## src/rtl/md_pkg.sv

```systemverilog
package md_pkg;

    localparam int unsigned LINE_CNT = 4;

    // line positions inside the status byte
    localparam int unsigned LN_CTS = 0;
    localparam int unsigned LN_DSR = 1;
    localparam int unsigned LN_RI  = 2;
    localparam int unsigned LN_DCD = 3;

    typedef enum logic {
        EDGE_ANY  = 1'b0,
        EDGE_RISE = 1'b1
    } edge_mode_e;

    typedef enum logic {
        FLG_IDLE = 1'b0,
        FLG_PEND = 1'b1
    } flag_state_e;

endpackage

```

## src/rtl/md_sync.sv

```systemverilog
module md_sync #(
    parameter int unsigned STAGES = 2
) (
    input  logic clk,
    input  logic rst_n,
    input  logic d_in,
    output logic d_sync
);

    logic [STAGES-1:0] chain_q;

    generate
        for (genvar s = 0; s < STAGES; s++) begin : g_stage
            if (s == 0) begin : g_first
                always_ff @(posedge clk or negedge rst_n) begin
                    if (!rst_n) chain_q[0] <= 1'b0;
                    else        chain_q[0] <= d_in;
                end
            end else begin : g_next
                always_ff @(posedge clk or negedge rst_n) begin
                    if (!rst_n) chain_q[s] <= 1'b0;
                    else        chain_q[s] <= chain_q[s-1];
                end
            end
        end
    endgenerate

    assign d_sync = chain_q[STAGES-1];

endmodule

```

## src/rtl/md_flag_fsm.sv

```systemverilog
module md_flag_fsm
    import md_pkg::*;
#(
    parameter edge_mode_e MODE = EDGE_ANY
) (
    input  logic clk,
    input  logic rst_n,
    input  logic lvl,
    input  logic clr,
    output logic flag
);

    flag_state_e state_q, state_d;
    logic        lvl_prev_q;
    logic        hit;

    always_ff @(posedge clk or negedge rst_n) begin
        if (!rst_n) lvl_prev_q <= 1'b0;
        else        lvl_prev_q <= lvl;
    end

    generate
        if (MODE == EDGE_RISE) begin : g_rise
            assign hit = lvl & ~lvl_prev_q;
        end else begin : g_any
            assign hit = lvl ^ lvl_prev_q;
        end
    endgenerate

    // state register
    always_ff @(posedge clk or negedge rst_n) begin
        if (!rst_n) state_q <= FLG_IDLE;
        else        state_q <= state_d;
    end

    // transitions: EV_SET, RD_CLR, HOLD
    always_comb begin
        state_d = state_q;
        unique case (state_q)
            FLG_IDLE: if (hit)       state_d = FLG_PEND;
            FLG_PEND: if (clr && !hit) state_d = FLG_IDLE;
            default:                 state_d = FLG_IDLE;
        endcase
    end

    // outputs
    always_comb begin
        unique case (state_q)
            FLG_PEND: flag = 1'b1;
            default:  flag = 1'b0;
        endcase
    end

endmodule

```

## src/rtl/modem_delta_watch.sv

```systemverilog
module modem_delta_watch
    import md_pkg::*;
#(
    parameter int unsigned SYNC_STAGES = 2
) (
    input  logic       clk,
    input  logic       rst_n,
    input  logic       cts_in,
    input  logic       dsr_in,
    input  logic       ri_in,
    input  logic       dcd_in,
    input  logic       msr_rd,
    input  logic       irq_en,
    output logic [7:0] msr_q,
    output logic       irq
);

    localparam int unsigned W = LINE_CNT;

    logic [W-1:0] raw;
    logic [W-1:0] lvl;
    logic [W-1:0] flg;

    always_comb begin
        raw         = '0;
        raw[LN_CTS] = cts_in;
        raw[LN_DSR] = dsr_in;
        raw[LN_RI]  = ri_in;
        raw[LN_DCD] = dcd_in;
    end

    generate
        for (genvar i = 0; i < W; i++) begin : g_line
            localparam edge_mode_e LMODE = (i == LN_RI) ? EDGE_RISE : EDGE_ANY;

            md_sync #(.STAGES(SYNC_STAGES)) u_sync (
                .clk    (clk),
                .rst_n  (rst_n),
                .d_in   (raw[i]),
                .d_sync (lvl[i])
            );

            md_flag_fsm #(.MODE(LMODE)) u_flag (
                .clk   (clk),
                .rst_n (rst_n),
                .lvl   (lvl[i]),
                .clr   (msr_rd),
                .flag  (flg[i])
            );
        end
    endgenerate

    assign msr_q = {lvl, flg};
    assign irq   = irq_en & (|flg);

endmodule

```

## config.mk

```make
export PLATFORM = sky130hd
export DESIGN_NAME = modem_delta_watch
export DESIGN_NICKNAME = d
export VERILOG_FILES = /design/src/rtl/md_pkg.sv /design/src/rtl/md_sync.sv /design/src/rtl/md_flag_fsm.sv /design/src/rtl/modem_delta_watch.sv
export SDC_FILE = /design/constraint.sdc
export NUM_CORES = 1
export LEC_CHECK = 0
export ABC_CLOCK_PERIOD_IN_PS = 1300
export BUFFER_PORTS_ARGS = -buffer_cell sky130_fd_sc_hd__buf_2
export CAP_MARGIN = 0
export CELL_PAD_IN_SITES_DETAIL_PLACEMENT = 0
export CELL_PAD_IN_SITES_GLOBAL_PLACEMENT = 1
export CORE_MARGIN = 4
export CORE_UTILIZATION = 36
export DETAILED_ROUTE_END_ITERATION = 16
export PLACE_DENSITY_LB_ADDON = 0.1
export SKIP_CTS_REPAIR_TIMING = 1
export SLEW_MARGIN = 20
export SYNTH_ARGS = -nofsm -noshare
export SYNTH_HDL_FRONTEND = slang
export SYNTH_SLANG_ARGS = --single-unit
```

## constraint.sdc

```tcl
create_clock -name clk -period 1.3 [get_ports clk]
set_input_delay 0.39 -clock clk [delete_from_list [all_inputs] [get_ports clk]]
set_output_delay 0.39 -clock clk [all_outputs]
set_load 0.02 [all_outputs]
```

==> flow_metrics.py, run 1 <==
metrics = {
    "pwr": {
        "p_leak_nw": 0.3312,
        "ir_worst_vdd_v": 0.0006977,
        "p_total_w": 0.0009766,
        "p_per_area_nw_per_um2": 1484,
    },
    "final_layout": {
        "area_growth_pct": 22.33,
        "final_cell_mix": "dfrtp_1 (16), buf_2 (13), inv_1 (5)",
        "final_common_cell": "dfrtp_1",
        "seqCellArea_um2": 400.4,
        "nNetsFinal": 61,
        "drive_above_1_share": 0.4423,
        "fill_cells": 127,
        "diodes": 0,
        "multi_input_area_um2": 58.81,
    },
    "grt": {
        "grt_pass1_vias": 292,
        "grt_overflow": 0,
        "grt_util_all_layers": 0.08622,
        "antenna_found_initial": 0,
        "grt_pass1_wl_mm": 1.255,
        "grt_max_degree": 17,
    },
    "sta": {
        "maxSlewHeadroom": 0.7754,
        "skew_ns": 0.003244,
        "fmax_mhz": 616.5,
        "finalHoldViolCount": 0,
        "fin_crit_sh": 1.248,
        "finalSetupViolCount": 3,
        "finalSetupTns_ns": -0.4493,
        "period_needed_ns": 1.622,
        "worst_pin_slew_ns": 0.3368,
        "slew_violations": 0,
        "setup_slack_ns": -0.3219,
        "rsz0062_at_grt": "yes",
    },
    "place": {
        "numPortBuffers": 16,
        "gp_congestion": 0.6985,
        "place_ws_ns": -0.02058,
        "hpwl_um": 581.9,
    },
    "clock_network": {
        "clkLatencyLatePin_ns": 0.27,
        "cts.sink_count": 16,
        "ctsLongestPathBuffers": 2,
        "numCtsBuffers": 3,
        "root_buffer": "clkbuf_4",
        "cts_tree": "yes",
        "htreeDepth": 1,
        "path_clk_slew_ns": 0.09,
    },
    "synth": {
        "yosysSeqAreaShare": 0.7442,
        "syn_area_um2": 538.0,
        "synth.net_count": 45,
        "syn_area_per_cell_um2": 14.54,
        "synth_cells": 37,
        "ys_ff_latch": 16,
        "yosysWarnings": 0,
        "yosysUniqueCellTypes": 7,
    },
    "route": {
        "drc": 0,
        "dr.pass1.iters": 1,
        "wl_per_cell_um": 11.09,
        "wirelength_um": 743,
        "avgViaCountPerCell": 4.239,
        "postRouteAntennaNets": 0,
        "vias": 284,
        "dr.first_iter.drc_count": 0,
    },
    "floorplan": {
        "start_util": 0.3985,
        "num_rows": 13,
        "dieArea_um2": 2177,
        "ios": 17,
        "die_x_um": 46.66,
        "core_area_um2": 1350,
        "fp.dieH_um": 46.66,
    },
    "worst_setup_path": {
        "worst_ep_required_time_ns": 0.91,
        "start_kind": "flip-flop",
        "crit_arrival_ns": 1.23,
        "cp_max_fo": 2,
        "criticalPathCategory": "reg2out",
        "end_kind": "output port",
    },
    "worst_hold_path": {
        "hold_path.class": "in2async",
    },
    "status": {
        "status": "finished, violations left",
        "violations": "setup timing",
    },
    "run": {
        "cap_violations": 0,
    },
}
==> registers in the layout, summed over array words and instances (netlist names) <==
| register | flops |
|---|---|
| g_line.u_sync.d_sync | 4 |
| g_line.u_flag.state_q | 4 |
| g_line.u_flag.lvl_prev_q | 4 |
| g_line.u_sync.chain_q | 4 |
==> critical path, stage by stage, from the launching register on <==
cell,delay [ns]
dfrtp_1,0.40
o41a_1,0.42
buf_6,0.14
==> per-stage QoR <==
stage | util | cells | hold slack [ns] | area [um2]
2_1_floorplan | - | 37 | 0.09441 | 538.0
3_3_place_gp | 0.4384 | 62 | 0.3022 | 591.8
3_5_place_dp | 0.4384 | 62 | 0.3157 | 591.8
4_1_cts | 0.4652 | 66 | 0.002438 | 628.1
5_1_grt | 0.4875 | 67 | 0.01566 | 658.1
6_report | 0.4875 | 67 | 0.002975 | 658.1
==> path summary, 6_finish.rpt <==
kind,cells after the start,from,slack (ns),end
worst max-delay path,2,g_line[2].u_flag.state_q,-0.32,irq
worst min-delay path,1,rst_n,0.003,g_line[2].u_sync.d_sync
worst max register to register,4,g_line[0].u_flag.state_q,0.42,g_line[0].u_flag.state_q
worst min register to register,0,g_line[0].u_sync.chain_q[0],0.36,g_line[0].u_sync.d_sync
max in group asynchronous,1,rst_n,1.05,g_line[1].u_flag.state_q
min in group clk,1,cts_in,0.21,g_line[0].u_sync.chain_q[0]
==> Yosys cell counts <==
cell type	n	area [um2]
dfrtp_1	16	400.4
inv_1	5	18.77
o21ai_0	3	15.01
xnor2_1	3	26.28
o22ai_1	1	6.260
o41a_1	1	11.26
buf_4	8	60.06
==> layer usage <==
layer | track usage | up-vias | routed length, um
li1 | - | 135 | -
met4 | 0.06630 | 0 | 0
met1 | 0.09877 | 136 | 290
met3 | 0.03125 | 0 | 84
met2 | 0.1291 | 13 | 368
met5 | 0 | - | 0
==> power by group <==
part	total, W	leakage, nW	switching (W)	internal (W)
logic	0.000120	0.126	0.0000621	0.0000576
registers	0.000547	0.184	0.0000179	0.000529
clock network	0.000309	0.0210	0.000139	0.000170
total	0.000977	0.331	0.000219	0.000757
==> cell type report <==
cell class / count / area share
clock buffers: 4 / 0.05513
inverters: 5 / 0.02852
multi-input cells: 8 / 0.08935
flip-flops and latches: 16 / 0.6084
well taps: 15 / 0.02852
repair buffers: 19 / 0.1901
==> cells by family after synthesis <==
logic type / after synthesis / share of synthesized area
compound gates: 5 / 0.06046
xor+xnor: 3 / 0.04885
buf+inv: 13 / 0.1465
flops: 16 / 0.7442
No activity file was read; power rests on OpenSTA's default activity.
==> run 2: changes to the inputs <==
ABC_CLOCK_PERIOD_IN_PS = 1600   (was 1300)
CORE_MARGIN = 2   (was 4)
clock period = 1.6 ns   (was 1.3 ns; I/O delays follow)
==> flow_metrics.py, run 2 (synthesis gave the netlist of run 1 again) <==
metrics = {
    "sta": {
        "rsz0062_at_grt": "yes",
        "fin_crit_sh": 1.079,
        "maxSlewHeadroom": 0.7687,
        "setup_slack_ns": -0.1267,
        "skew_ns": 0.006043,
        "finalSetupViolCount": 1,
        "worst_pin_slew_ns": 0.3470,
        "period_needed_ns": 1.727,
        "finalHoldViolCount": 0,
        "slew_violations": 0,
        "fin_hold_ws_ns": 0.09391,
        "fmax_mhz": 579.1,
    },
    "clock_network": {
        "cts_tree": "yes",
        "cts.sink_count": 16,
        "clkLatencyLatePin_ns": 0.28,
        "path_clk_slew_ns": 0.09,
        "root_buffer": "clkbuf_4",
        "htreeDepth": 1,
        "numCtsBuffers": 3,
        "ctsLongestPathBuffers": 2,
    },
    "pwr": {
        "ir_worst_vdd_v": 0.0004962,
        "p_per_area_nw_per_um2": 1202,
        "p_total_w": 0.0007201,
        "p_leak_nw": 0.3022,
    },
    "worst_setup_path": {
        "r2r_slack_ns": 0.83,
        "start_kind": "flip-flop",
        "worst_ep_required_time_ns": 1.12,
        "end_kind": "output port",
        "criticalPathCategory": "reg2out",
        "crit_arrival_ns": 1.25,
        "cp_max_fo": 3,
    },
    "grt": {
        "grt.met1_usage": 0.1039,
        "grt_most_used_layer": "met2",
        "grt_pass1_wl_mm": 1.221,
        "grt_max_degree": 17,
        "grt_pass1_vias": 295,
        "grt_util_all_layers": 0.09541,
        "met3_usage": 0.02979,
        "use_met2": 0.1515,
        "antenna_found_initial": 0,
        "grt_overflow": 0,
    },
    "floorplan": {
        "ios": 17,
        "die_x_um": 42.66,
        "fp.dieH_um": 42.66,
        "start_util": 0.3985,
        "core_area_um2": 1350,
        "dieArea_um2": 1820,
        "num_rows": 13,
    },
    "route": {
        "dr.first_iter.drc_count": 1,
        "postRouteAntennaNets": 0,
        "avgViaCountPerCell": 4.365,
        "dr.pass1.iters": 2,
        "wirelength_um": 730,
        "vias": 275,
        "wl_per_cell_um": 11.59,
        "drc": 0,
    },
    "place": {
        "dp.cells": 60,
        "gp_congestion": 0.7581,
        "place_ws_ns": 0.1802,
        "numPortBuffers": 16,
    },
    "final_layout": {
        "nNetsFinal": 58,
        "multi_input_area_um2": 58.81,
        "fin_util": 0.4439,
        "seqCellArea_um2": 400.4,
        "diodes": 0,
        "drive_above_1_share": 0.3958,
        "area_growth_pct": 11.40,
        "final_cell_mix": "dfrtp_1 (16), buf_2 (16), inv_1 (5)",
        "fin_cells": 63,
        "fill_cells": 139,
    },
    "run": {
        "cap_violations": 0,
    },
    "worst_hold_path": {
        "hold_path.class": "in2async",
    },
    "status": {
        "status": "finished, violations left",
        "violations": "setup timing",
    },
}
run 2: cell count changes in the layout (fill, tap and decap cells not counted), sizes merged:
cell	delta
buf	-3
clkbuf	-1
run 2: final cells by class:
type                    instances  share of cell area
clock buffers                   3             0.03758
well taps                      15             0.03132
multi-input cells               8             0.09812
flip-flops and latches         16              0.6681
inverters                       5             0.03132
repair buffers                 16              0.1336
run 2: power breakdown:
group	total [W]	internal [W]	switching, W
Clock	0.000200	0.0000872	0.000113
Combinational	0.0000744	0.0000281	0.0000463
Sequential	0.000446	0.000430	0.0000153
Total	0.000720	0.000545	0.000175
run 2: routing by layer:
metal  wire length [um]  part of all wire
met5                  0                 0
met4                  0                 0
met3                 62             0.085
met2                371              0.51
met1                295              0.40
run 2: path summary, 6_finish.rpt:
kind	endpoint	cells past startpoint	startpoint
max	irq	2	g_line[0].u_flag.state_q
min	g_line[2].u_flag.state_q	1	rst_n
max reg2reg	g_line[0].u_flag.state_q	2	g_line[0].u_sync.d_sync
min reg2reg	g_line[2].u_sync.d_sync	0	g_line[2].u_sync.chain_q[0]
max in group asynchronous	g_line[0].u_flag.lvl_prev_q	1	rst_n
min in group clk	g_line[3].u_sync.chain_q[0]	1	dcd_in
run 2: stage by stage:
stage               instance area [um2]  TNS [ns]
floorplan                         538.0         0
global placement                  576.8         0
detailed placement                576.8         0
CTS                               599.3   -0.1413
global route                      599.3   -0.1841
finish                            599.3   -0.1267
run 2: critical path: stages, from the launching register on:
cell and delay (ns):
dfrtp_1 0.39, o41a_1 0.42, buf_2 0.16
